<file path="src/rtl/rtc_pkg.sv">
package rtc_pkg;
  localparam int NIB_W  = 4;
  localparam int ADDR_W = 4;

  localparam logic [ADDR_W-1:0] ADR_CTRL   = 4'd0;
  localparam logic [ADDR_W-1:0] ADR_TENTHS = 4'd1;
  localparam logic [ADDR_W-1:0] ADR_SEC_U  = 4'd2;
  localparam logic [ADDR_W-1:0] ADR_SEC_T  = 4'd3;
  localparam logic [ADDR_W-1:0] ADR_MIN_U  = 4'd4;
  localparam logic [ADDR_W-1:0] ADR_MIN_T  = 4'd5;
  localparam logic [ADDR_W-1:0] ADR_HR_U   = 4'd6;
  localparam logic [ADDR_W-1:0] ADR_HR_T   = 4'd7;
  localparam logic [ADDR_W-1:0] ADR_DAY_U  = 4'd8;
  localparam logic [ADDR_W-1:0] ADR_DAY_T  = 4'd9;
  localparam logic [ADDR_W-1:0] ADR_MON_U  = 4'd10;
  localparam logic [ADDR_W-1:0] ADR_MON_T  = 4'd11;
  localparam logic [ADDR_W-1:0] ADR_YR_U   = 4'd12;
  localparam logic [ADDR_W-1:0] ADR_YR_T   = 4'd13;
  localparam logic [ADDR_W-1:0] ADR_DOW    = 4'd14;
  localparam logic [ADDR_W-1:0] ADR_MODE   = 4'd15;

  typedef struct packed {
    logic [3:0] tenths;
    logic [3:0] sec_u;
    logic [2:0] sec_t;
    logic [3:0] min_u;
    logic [2:0] min_t;
    logic [3:0] hr_u;
    logic [1:0] hr_t;
    logic [3:0] day_u;
    logic [1:0] day_t;
    logic [3:0] mon_u;
    logic       mon_t;
    logic [3:0] yr_u;
    logic [3:0] yr_t;
    logic [2:0] dow;
    logic       h24;
    logic       pm;
    logic [1:0] leap;
  } rtc_time_t;

  // last day of month as BCD {tens[1:0], units[3:0]}
  function automatic logic [5:0] last_day(logic mt, logic [3:0] mu, logic leap_yr);
    logic [4:0] m;
    m = mt ? (5'd10 + {1'b0, mu}) : {1'b0, mu};
    case (m)
      5'd2:                      return leap_yr ? {2'd2, 4'd9} : {2'd2, 4'd8};
      5'd4, 5'd6, 5'd9, 5'd11:   return {2'd3, 4'd0};
      default:                   return {2'd3, 4'd1};
    endcase
  endfunction
endpackage

</file>
<file path="src/rtl/rtc_bus_if.sv">
module rtc_bus_if #(
  parameter int SYNC_STAGES = 2,
  parameter int ADDR_W      = 4,
  parameter int NIB_W       = 4
) (
  input  logic              clk_i,
  input  logic              rst_ni,
  input  logic              cs_ni,
  input  logic              rd_ni,
  input  logic              wr_ni,
  input  logic [ADDR_W-1:0] addr_i,
  input  logic [NIB_W-1:0]  wdata_i,
  output logic              rd_start_o,
  output logic              wr_commit_o,
  output logic [ADDR_W-1:0] wr_addr_o,
  output logic [NIB_W-1:0]  wr_data_o
);
  localparam int LAST = SYNC_STAGES - 1;

  logic [SYNC_STAGES-1:0] ws_sync, rs_sync;
  logic ws_prev, rs_prev;
  logic ws_s, rs_s;

  assign ws_s = ws_sync[LAST];
  assign rs_s = rs_sync[LAST];

  always_ff @(posedge clk_i or negedge rst_ni) begin
    if (!rst_ni) begin
      ws_sync <= '0;
      rs_sync <= '0;
      ws_prev <= 1'b0;
      rs_prev <= 1'b0;
    end else begin
      ws_sync <= {ws_sync[SYNC_STAGES-2:0], ~cs_ni & ~wr_ni};
      rs_sync <= {rs_sync[SYNC_STAGES-2:0], ~cs_ni & ~rd_ni};
      ws_prev <= ws_s;
      rs_prev <= rs_s;
    end
  end

  // hold address/data seen while strobe active; used at trailing edge
  always_ff @(posedge clk_i or negedge rst_ni) begin
    if (!rst_ni) begin
      wr_addr_o <= '0;
      wr_data_o <= '0;
    end else if (ws_s) begin
      wr_addr_o <= addr_i;
      wr_data_o <= wdata_i;
    end
  end

  assign wr_commit_o = ws_prev & ~ws_s;
  assign rd_start_o  = rs_s & ~rs_prev;

  AST_WR_SINGLE: assert property (@(posedge clk_i) disable iff (!rst_ni)
    wr_commit_o |=> !wr_commit_o);
  AST_RD_SINGLE: assert property (@(posedge clk_i) disable iff (!rst_ni)
    rd_start_o |=> !rd_start_o);
endmodule

</file>
<file path="src/rtl/rtc_bcd_pair.sv">
module rtc_bcd_pair #(
  parameter int TENS_W   = 3,
  parameter int TENS_MAX = 5,
  parameter int NIB_W    = 4
) (
  input  logic              clk_i,
  input  logic              rst_ni,
  input  logic              inc_i,
  input  logic              wr_units_i,
  input  logic              wr_tens_i,
  input  logic [NIB_W-1:0]  wdata_i,
  output logic [NIB_W-1:0]  units_o,
  output logic [TENS_W-1:0] tens_o,
  output logic              carry_o
);
  localparam logic [NIB_W-1:0]  UNITS_TOP = NIB_W'(9);
  localparam logic [TENS_W-1:0] TENS_TOP  = TENS_W'(TENS_MAX);

  logic units_end;
  assign units_end = (units_o == UNITS_TOP);
  assign carry_o   = inc_i && units_end && (tens_o == TENS_TOP);

  always_ff @(posedge clk_i or negedge rst_ni) begin
    if (!rst_ni) begin
      units_o <= '0;
      tens_o  <= '0;
    end else begin
      if (wr_units_i)   units_o <= wdata_i;
      else if (inc_i)   units_o <= units_end ? '0 : units_o + 1'b1;
      if (wr_tens_i)    tens_o  <= wdata_i[TENS_W-1:0];
      else if (inc_i && units_end)
                        tens_o  <= (tens_o == TENS_TOP) ? '0 : tens_o + 1'b1;
    end
  end

  AST_PAIR_WRAP: assert property (@(posedge clk_i) disable iff (!rst_ni)
    (carry_o && !wr_units_i && !wr_tens_i) |=> (units_o == '0 && tens_o == '0));
endmodule

</file>
<file path="src/rtl/rtc_time_core.sv">
module rtc_time_core
  import rtc_pkg::*;
(
  input  logic              clk_i,
  input  logic              rst_ni,
  input  logic              tick_i,
  input  logic              clr_tenths_i,
  input  logic              wr_en_i,
  input  logic [ADDR_W-1:0] wr_addr_i,
  input  logic [NIB_W-1:0]  wr_data_i,
  output rtc_time_t         time_o
);
  localparam int N_PAIR = 2;

  logic [3:0] tenths_q, hr_u_q, day_u_q, mon_u_q, yr_u_q, yr_t_q;
  logic [1:0] hr_t_q, day_t_q, leap_q;
  logic       mon_t_q, h24_q, pm_q;
  logic [2:0] dow_q;

  logic tick_eff, tenths_carry;
  logic [N_PAIR-1:0] pair_inc, pair_c;
  logic [3:0] pair_u [N_PAIR];
  logic [2:0] pair_t [N_PAIR];

  function automatic logic hit(logic en, logic [ADDR_W-1:0] a, logic [ADDR_W-1:0] r);
    return en && (a == r);
  endfunction

  assign tick_eff     = tick_i && !clr_tenths_i;
  assign tenths_carry = tick_eff && (tenths_q == 4'd9);

  always_ff @(posedge clk_i or negedge rst_ni) begin
    if (!rst_ni)                                 tenths_q <= '0;
    else if (clr_tenths_i)                       tenths_q <= '0;
    else if (hit(wr_en_i, wr_addr_i, ADR_TENTHS)) tenths_q <= wr_data_i;
    else if (tick_eff)                           tenths_q <= tenths_carry ? 4'd0 : tenths_q + 4'd1;
  end

  // seconds then minutes
  assign pair_inc[0] = tenths_carry;
  assign pair_inc[1] = pair_c[0];

  for (genvar g = 0; g < N_PAIR; g++) begin : g_pair
    localparam logic [ADDR_W-1:0] BASE = ADR_SEC_U + ADDR_W'(2 * g);
    rtc_bcd_pair #(.TENS_W(3), .TENS_MAX(5), .NIB_W(NIB_W)) u_pair (
      .clk_i      (clk_i),
      .rst_ni     (rst_ni),
      .inc_i      (pair_inc[g]),
      .wr_units_i (hit(wr_en_i, wr_addr_i, BASE)),
      .wr_tens_i  (hit(wr_en_i, wr_addr_i, BASE + 4'd1)),
      .wdata_i    (wr_data_i),
      .units_o    (pair_u[g]),
      .tens_o     (pair_t[g]),
      .carry_o    (pair_c[g])
    );
  end

  // hours
  logic hr_inc, pm_flip, day_wrap, day_inc;
  logic [3:0] hr_nu;
  logic [1:0] hr_nt;
  assign hr_inc = pair_c[1];

  always_comb begin
    hr_nu    = hr_u_q + 4'd1;
    hr_nt    = hr_t_q;
    pm_flip  = 1'b0;
    day_wrap = 1'b0;
    if (h24_q) begin
      if (hr_t_q == 2'd2 && hr_u_q == 4'd3) begin
        hr_nu = 4'd0; hr_nt = 2'd0; day_wrap = 1'b1;
      end else if (hr_u_q == 4'd9) begin
        hr_nu = 4'd0; hr_nt = hr_t_q + 2'd1;
      end
    end else begin
      if (hr_t_q == 2'd1 && hr_u_q == 4'd1) begin
        hr_nu = 4'd2; pm_flip = 1'b1; day_wrap = pm_q;
      end else if (hr_t_q == 2'd1 && hr_u_q == 4'd2) begin
        hr_nu = 4'd1; hr_nt = 2'd0;
      end else if (hr_u_q == 4'd9) begin
        hr_nu = 4'd0; hr_nt = 2'd1;
      end
    end
  end

  assign day_inc = hr_inc && day_wrap;

  always_ff @(posedge clk_i or negedge rst_ni) begin
    if (!rst_ni) begin
      hr_u_q <= '0;
      hr_t_q <= '0;
    end else begin
      if (hit(wr_en_i, wr_addr_i, ADR_HR_U)) hr_u_q <= wr_data_i;
      else if (hr_inc)                      hr_u_q <= hr_nu;
      if (hit(wr_en_i, wr_addr_i, ADR_HR_T)) hr_t_q <= wr_data_i[1:0];
      else if (hr_inc)                      hr_t_q <= hr_nt;
    end
  end

  // days, weekday, months, years
  logic [5:0] day_last;
  logic day_end, mon_inc, mon_end, yr_inc;
  assign day_last = last_day(mon_t_q, mon_u_q, leap_q == 2'd0);
  assign day_end  = ({day_t_q, day_u_q} == day_last);
  assign mon_inc  = day_inc && day_end;
  assign mon_end  = mon_t_q && (mon_u_q == 4'd2);
  assign yr_inc   = mon_inc && mon_end;

  always_ff @(posedge clk_i or negedge rst_ni) begin
    if (!rst_ni) begin
      day_u_q <= 4'd1;
      day_t_q <= '0;
      dow_q   <= 3'd1;
      mon_u_q <= 4'd1;
      mon_t_q <= 1'b0;
      yr_u_q  <= '0;
      yr_t_q  <= '0;
    end else begin
      if (hit(wr_en_i, wr_addr_i, ADR_DAY_U)) day_u_q <= wr_data_i;
      else if (day_inc) day_u_q <= day_end ? 4'd1 : (day_u_q == 4'd9 ? 4'd0 : day_u_q + 4'd1);
      if (hit(wr_en_i, wr_addr_i, ADR_DAY_T)) day_t_q <= wr_data_i[1:0];
      else if (day_inc) day_t_q <= day_end ? 2'd0 : (day_u_q == 4'd9 ? day_t_q + 2'd1 : day_t_q);

      if (hit(wr_en_i, wr_addr_i, ADR_DOW)) dow_q <= wr_data_i[2:0];
      else if (day_inc) dow_q <= (dow_q == 3'd7) ? 3'd1 : dow_q + 3'd1;

      if (hit(wr_en_i, wr_addr_i, ADR_MON_U)) mon_u_q <= wr_data_i;
      else if (mon_inc) mon_u_q <= mon_end ? 4'd1 : (mon_u_q == 4'd9 ? 4'd0 : mon_u_q + 4'd1);
      if (hit(wr_en_i, wr_addr_i, ADR_MON_T)) mon_t_q <= wr_data_i[0];
      else if (mon_inc) mon_t_q <= mon_end ? 1'b0 : (mon_u_q == 4'd9 ? 1'b1 : mon_t_q);

      if (hit(wr_en_i, wr_addr_i, ADR_YR_U)) yr_u_q <= wr_data_i;
      else if (yr_inc) yr_u_q <= (yr_u_q == 4'd9) ? 4'd0 : yr_u_q + 4'd1;
      if (hit(wr_en_i, wr_addr_i, ADR_YR_T)) yr_t_q <= wr_data_i;
      else if (yr_inc && yr_u_q == 4'd9) yr_t_q <= (yr_t_q == 4'd9) ? 4'd0 : yr_t_q + 4'd1;
    end
  end

  // mode: 24h, pm, leap counter
  always_ff @(posedge clk_i or negedge rst_ni) begin
    if (!rst_ni) begin
      h24_q  <= 1'b1;
      pm_q   <= 1'b0;
      leap_q <= 2'd0;
    end else if (hit(wr_en_i, wr_addr_i, ADR_MODE)) begin
      h24_q  <= wr_data_i[0];
      pm_q   <= wr_data_i[1];
      leap_q <= wr_data_i[3:2];
    end else begin
      if (hr_inc && pm_flip) pm_q   <= ~pm_q;
      if (yr_inc)            leap_q <= leap_q + 2'd1;
    end
  end

  always_comb begin
    time_o        = '0;
    time_o.tenths = tenths_q;
    time_o.sec_u  = pair_u[0];
    time_o.sec_t  = pair_t[0];
    time_o.min_u  = pair_u[1];
    time_o.min_t  = pair_t[1];
    time_o.hr_u   = hr_u_q;
    time_o.hr_t   = hr_t_q;
    time_o.day_u  = day_u_q;
    time_o.day_t  = day_t_q;
    time_o.mon_u  = mon_u_q;
    time_o.mon_t  = mon_t_q;
    time_o.yr_u   = yr_u_q;
    time_o.yr_t   = yr_t_q;
    time_o.dow    = dow_q;
    time_o.h24    = h24_q;
    time_o.pm     = pm_q;
    time_o.leap   = leap_q;
  end

  AST_PM_FLIP: assert property (@(posedge clk_i) disable iff (!rst_ni)
    (hr_inc && !h24_q && hr_t_q == 2'd1 && hr_u_q == 4'd1 && !wr_en_i) |=> (pm_q != $past(pm_q)));
  AST_DOW_WRAP: assert property (@(posedge clk_i) disable iff (!rst_ni)
    (day_inc && dow_q == 3'd7 && !wr_en_i) |=> (dow_q == 3'd1));
  AST_LEAP_FEB: assert property (@(posedge clk_i) disable iff (!rst_ni)
    (day_inc && !mon_t_q && mon_u_q == 4'd2 && day_t_q == 2'd2 && day_u_q == 4'd8 && leap_q == 2'd0 && !wr_en_i)
      |=> (day_u_q == 4'd9));
endmodule

</file>
<file path="src/rtl/rtc_regbank.sv">
module rtc_regbank
  import rtc_pkg::*;
#(
  parameter int SYNC_STAGES = 2
) (
  input  logic              clk_i,
  input  logic              rst_ni,
  input  logic              tick_i,
  input  logic              cs_ni,
  input  logic              rd_ni,
  input  logic              wr_ni,
  input  logic [ADDR_W-1:0] addr_i,
  input  logic [NIB_W-1:0]  wdata_i,
  output logic [NIB_W-1:0]  rdata_o
);
  localparam int STOP_BIT = 2;
  localparam int DCHG_BIT = 3;

  logic rd_start, wr_commit;
  logic [ADDR_W-1:0] wr_addr;
  logic [NIB_W-1:0]  wr_data;
  logic stop_q, dchg_q, ctrl_wr, clr_tenths, tick_run;
  rtc_time_t t;

  rtc_bus_if #(.SYNC_STAGES(SYNC_STAGES), .ADDR_W(ADDR_W), .NIB_W(NIB_W)) u_bus (
    .clk_i       (clk_i),
    .rst_ni      (rst_ni),
    .cs_ni       (cs_ni),
    .rd_ni       (rd_ni),
    .wr_ni       (wr_ni),
    .addr_i      (addr_i),
    .wdata_i     (wdata_i),
    .rd_start_o  (rd_start),
    .wr_commit_o (wr_commit),
    .wr_addr_o   (wr_addr),
    .wr_data_o   (wr_data)
  );

  assign ctrl_wr    = wr_commit && (wr_addr == ADR_CTRL);
  assign clr_tenths = ctrl_wr && wr_data[STOP_BIT];
  assign tick_run   = tick_i && !stop_q;

  rtc_time_core u_core (
    .clk_i        (clk_i),
    .rst_ni       (rst_ni),
    .tick_i       (tick_run),
    .clr_tenths_i (clr_tenths),
    .wr_en_i      (wr_commit),
    .wr_addr_i    (wr_addr),
    .wr_data_i    (wr_data),
    .time_o       (t)
  );

  always_ff @(posedge clk_i or negedge rst_ni) begin
    if (!rst_ni) begin
      stop_q <= 1'b1;
      dchg_q <= 1'b0;
    end else begin
      if (ctrl_wr) stop_q <= wr_data[STOP_BIT];
      // update wins over read-clear
      if (tick_run)                               dchg_q <= 1'b1;
      else if (rd_start && addr_i == ADR_CTRL)    dchg_q <= 1'b0;
    end
  end

  logic [NIB_W-1:0] rd_mux;
  always_comb begin
    case (addr_i)
      ADR_CTRL:   rd_mux = {dchg_q, stop_q, 2'b00};
      ADR_TENTHS: rd_mux = t.tenths;
      ADR_SEC_U:  rd_mux = t.sec_u;
      ADR_SEC_T:  rd_mux = {1'b0, t.sec_t};
      ADR_MIN_U:  rd_mux = t.min_u;
      ADR_MIN_T:  rd_mux = {1'b0, t.min_t};
      ADR_HR_U:   rd_mux = t.hr_u;
      ADR_HR_T:   rd_mux = {2'b00, t.hr_t};
      ADR_DAY_U:  rd_mux = t.day_u;
      ADR_DAY_T:  rd_mux = {2'b00, t.day_t};
      ADR_MON_U:  rd_mux = t.mon_u;
      ADR_MON_T:  rd_mux = {3'b000, t.mon_t};
      ADR_YR_U:   rd_mux = t.yr_u;
      ADR_YR_T:   rd_mux = t.yr_t;
      ADR_DOW:    rd_mux = {1'b0, t.dow};
      default:    rd_mux = {t.leap, t.pm, t.h24};
    endcase
  end

  always_ff @(posedge clk_i or negedge rst_ni) begin
    if (!rst_ni)       rdata_o <= '0;
    else if (rd_start) rdata_o <= rd_mux;
  end

  AST_FLAG_SET: assert property (@(posedge clk_i) disable iff (!rst_ni)
    tick_run |=> dchg_q);
  AST_STOP_CLR: assert property (@(posedge clk_i) disable iff (!rst_ni)
    clr_tenths |=> (t.tenths == 4'd0));
  AST_STOP_HOLD: assert property (@(posedge clk_i) disable iff (!rst_ni)
    (stop_q && !wr_commit) |=> ($stable(t) && $stable(dchg_q) || !dchg_q));
endmodule

</file>
<file path="config.mk">
export PLATFORM = sky130hd
export DESIGN_NAME = rtc_regbank
export DESIGN_NICKNAME = d
export VERILOG_FILES = /design/src/rtl/rtc_pkg.sv /design/src/rtl/rtc_bus_if.sv /design/src/rtl/rtc_bcd_pair.sv /design/src/rtl/rtc_time_core.sv /design/src/rtl/rtc_regbank.sv
export SDC_FILE = /design/constraint.sdc
export NUM_CORES = 1
export LEC_CHECK = 0
export BUFFER_PORTS_ARGS = -buffer_cell sky130_fd_sc_hd__buf_2
export CAP_MARGIN = 40
export CORE_MARGIN = 5
export CORE_UTILIZATION = 50
export CTS_CLUSTER_SIZE = 10
export DETAILED_ROUTE_END_ITERATION = 16
export HOLD_SLACK_MARGIN = 0.12
export PLACE_DENSITY = 0.77
export SLEW_MARGIN = 20
export SYNTH_ARGS = -nofsm -noshare
export SYNTH_HDL_FRONTEND = slang
export SYNTH_HIERARCHICAL = 1
export SYNTH_SLANG_ARGS = --single-unit
</file>
<file path="constraint.sdc">
create_clock -name clk_i -period 5.7 [get_ports clk_i]
set_clock_uncertainty 0.2 [all_clocks]
set_input_delay 0.57 -clock clk_i [delete_from_list [all_inputs] [get_ports clk_i]]
set_output_delay 0.57 -clock clk_i [all_outputs]
set_load 0.005 [all_outputs]
</file>
==> impl_metrics.tcl <==
set metrics [dict create \
    fp.dieW_um 109 \
    synth_common_cells "65 x dfrtp_1, 52 x nand2_1, 46 x nor2_1" \
    ys_seq_area_share_pct 35.7 \
    syn_avg_cell_area_um2 8.95 \
    ys_warn_count 6 \
    reg2reg_depth 14 \
    antenna_found_initial 0 \
    rows 36 \
    hp-start "rd_ni" \
    cts_buffers 9 \
    whs_path_depth 2 \
    io-pin-count 18 \
    num_vias 4411 \
    synth_top_area_cell "dfrtp_1" \
    cts_buffer_depth 2 \
    finalCriticalPeriod_ps 4530 \
    r2r-start "u_bus/ws_sync[1]$_DFF_PN0_" \
    drc 0 \
    drive_gt1_share_pct 15.0 \
    leakage_nw 2.09 \
    tritoncts "done" \
    critical_path_class "flip-flop to flip-flop" \
    drv_cap 0 \
    synth_edf_count 0 \
    root_buffer "clkbuf_8" \
    powerDensity_nw_per_um2 411 \
    tightest_slew_ps 864 \
    clk_pin_slew_ps 90 \
    grt_pass1_vias 4214 \
    dieArea_um2 11900 \
    clock_latency_ps 370 \
    synth.most_common_cell "dfrtp_1" \
    yosysTopAreaCellShare_pct 33.0 \
    crit_fanout 16 \
    synth_cell_types 87 \
    hp-class "primary input to flip-flop" \
    grt_usage_pct 22.9 \
    fin_hold_ws_ps 132 \
    final_nets 577 \
    drt_wl_total_um 12900 \
    drt-initial-drc-count 375 \
    place_inst 675 \
    netlist_area_um2 4920 \
    syn_to_final_growth_pct 6.50 \
    firstDrtPassIters 5 \
    async_flop_share_pct 100 \
    wire_per_inst_um 18.6 \
    io_buffers 17 \
    die_h_um 109 \
    pre_cts_slack_ps 1200 \
    critPathLaunchType "flip-flop" \
    end_kind "flip-flop" \
    timing.fmax_mhz 221 \
    synthTopCellsByArea "dfrtp_1 33%, nand2_1 4.0%, nor2_1 3.5%, o21ai_0 3.3%, a21oi_1 2.8%" \
    fin_cells 693 \
    crit_required_ps 5790 \
    finalHoldViolCount 0 \
    vias_per_cell 6.37 \
    holdPathEnd "u_bus/rs_sync[0]$_DFF_PN0_" \
    grt.overflow.total 0 \
    cts_resized 0 \
    postLayoutCellArea_um2 5250 \
    core-area_um2 9680 \
    layout_worst_path_cycle_share_pct 79.4 \
    fin_ws_ps 1170 \
    placed_area_um2 5040 \
    relSlewSlack_pct 42.3 \
    postSynthCellCount 550 \
    clock-sinks 70 \
    arrival_ps 4620 \
    initial_core_util_pct 50.9 \
    ant_nets 0 \
    status "complete, no violations" \
    hpwlAfterDp_um 8990 \
    ir_drop_mv 0.317 \
    ys_ff_latch 70 \
    antenna_cells 0 \
    place.gp.congestion 0.905 \
    grt_setup_unrepaired "false" \
    setup_violations 0 \
    r2r-end "u_core/day_u_q[1]$_DFFE_PN0P_" \
    grt_start_max_net_pins 43 \
    grt_pass1_wl_um 21400 \
    finalSetupTns_ps 0 \
    syn-num-nets 572 \
    slew_violations 0 \
    synth_top_flop_cell "dfrtp_1" \
    htree_levels 3 \
    rrSetupSlack_ps 1170 \
]
[worst max path at each step]
| stage | startpoint | endpoint | slack, ps | depth (start not counted) |
|---|---|---|---|---|
| floorplan | tick_i | u_core/mon_u_q[1]$_DFFE_PN0P_ | 640 | 14 |
| global placement | u_bus/ws_sync[1]$_DFF_PN0_ | u_core/day_u_q[1]$_DFFE_PN0P_ | 1340 | 14 |
| detailed placement | u_bus/ws_sync[1]$_DFF_PN0_ | u_core/day_u_q[1]$_DFFE_PN0P_ | 1200 | 14 |
| CTS | u_bus/ws_sync[1]$_DFF_PN0_ | u_core/day_u_q[1]$_DFFE_PN0P_ | 1160 | 14 |
| global route | u_bus/ws_sync[1]$_DFF_PN0_ | u_core/yr_u_q[3]$_DFFE_PN0P_ | 640 | 15 |
| finish | u_bus/ws_sync[1]$_DFF_PN0_ | u_core/day_u_q[1]$_DFFE_PN0P_ | 1170 | 14 |
[report_power, final]
| group | switching, mW | internal, mW | total, mW |
|---|---|---|---|
| clock network | 0.228 | 0.167 | 0.396 |
| logic | 0.393 | 0.369 | 0.762 |
| registers | 0.325 | 0.671 | 0.996 |
| total | 0.946 | 1.21 | 2.15 |
[repair_timing]
item                                   CTS  global route
endpoints found under the hold margin   28             0
hold buffers                             2             0
buffers inserted                         0             0
[cell usage in the layout (no fill, tap or decap), types with 5 or more instances in the layout]
cell type and instances:
mux2_4 8, dfrtp_1 65, nor2_1 46, and4b_1 5, clkbuf_8 9, inv_1 20, dfstp_2 5, o21ai_1 11
mux2i_1 13, nand3_1 17, nand2b_1 8, a31oi_1 20, nor3_1 12, ha_1 8, nor2b_1 20, xnor2_1 10
buf_2 17, nand3b_1 10, nand2_1 52, nor4_1 6, o21ai_0 32, a21oi_1 28, and3_1 6, or4_1 5
a211oi_1 5
[cell families (layout without fill, tap and decap cells)]
logic type | count (synthesis) | in the layout | synth area share [%]
compound gates | 148 | 148 | 19.7
xor+xnor | 15 | 15 | 2.82
fa+ha+maj | 8 | 8 | 2.03
buf+inv | 50 | 60 | 5.36
flops | 70 | 70 | 35.7
mux | 27 | 27 | 6.68
simple gates | 232 | 232 | 27.7
[final cells by class]
type / count / area (um^2)
flip-flops and latches: 70 / 1760
multi-input cells: 430 / 2900
well taps: 133 / 166
clock buffers: 9 / 124
fillers: 880 / 4440
inverters: 20 / 75.1
repair buffers: 24 / 155
clock inverters: 7 / 63.8
[worst max-delay path, cell delays in order, from the launching register on]
cell      delay, ps
dfrtp_1         640
and2b_2         320
and3_1          220
nor4_1          280
buf_4           230
nand4b_4        140
nor4b_1         280
buf_4           200
nand4b_1        130
nor4_1          200
buf_4           210
nand2_1          70
o2bb2a_1        550
or4_1           590
a31oi_1         170
[registers in the layout (all words and copies together) (netlist names), 4 cells and up]
register,count
rdata_o,4
u_bus/wr_addr_o,4
u_bus/wr_data_o,4
u_core/day_u_q,4
u_core/g_pair.u_pair/tens_o,6
u_core/g_pair.u_pair/units_o,8
u_core/hr_u_q,4
u_core/mon_u_q,4
u_core/tenths_q,4
u_core/yr_t_q,4
u_core/yr_u_q,4
[routing by layer]
metal	global-route usage (%)	vias up	share of wire, %
met2	36.0	205	46
li1	-	2038	-
met4	9.80	0	3.3
met5	0	-	0
met1	31.7	2134	43
met3	3.08	34	7.0
[metrics by stage]
stage	util (%)	power, mW
global route	54.2	2.29
floorplan	-	1.54
finish	54.2	2.15
detailed placement	52.0	1.74
global placement	51.8	1.69
CTS	54.2	2.14
No activity file was read; power rests on OpenSTA's default activity.
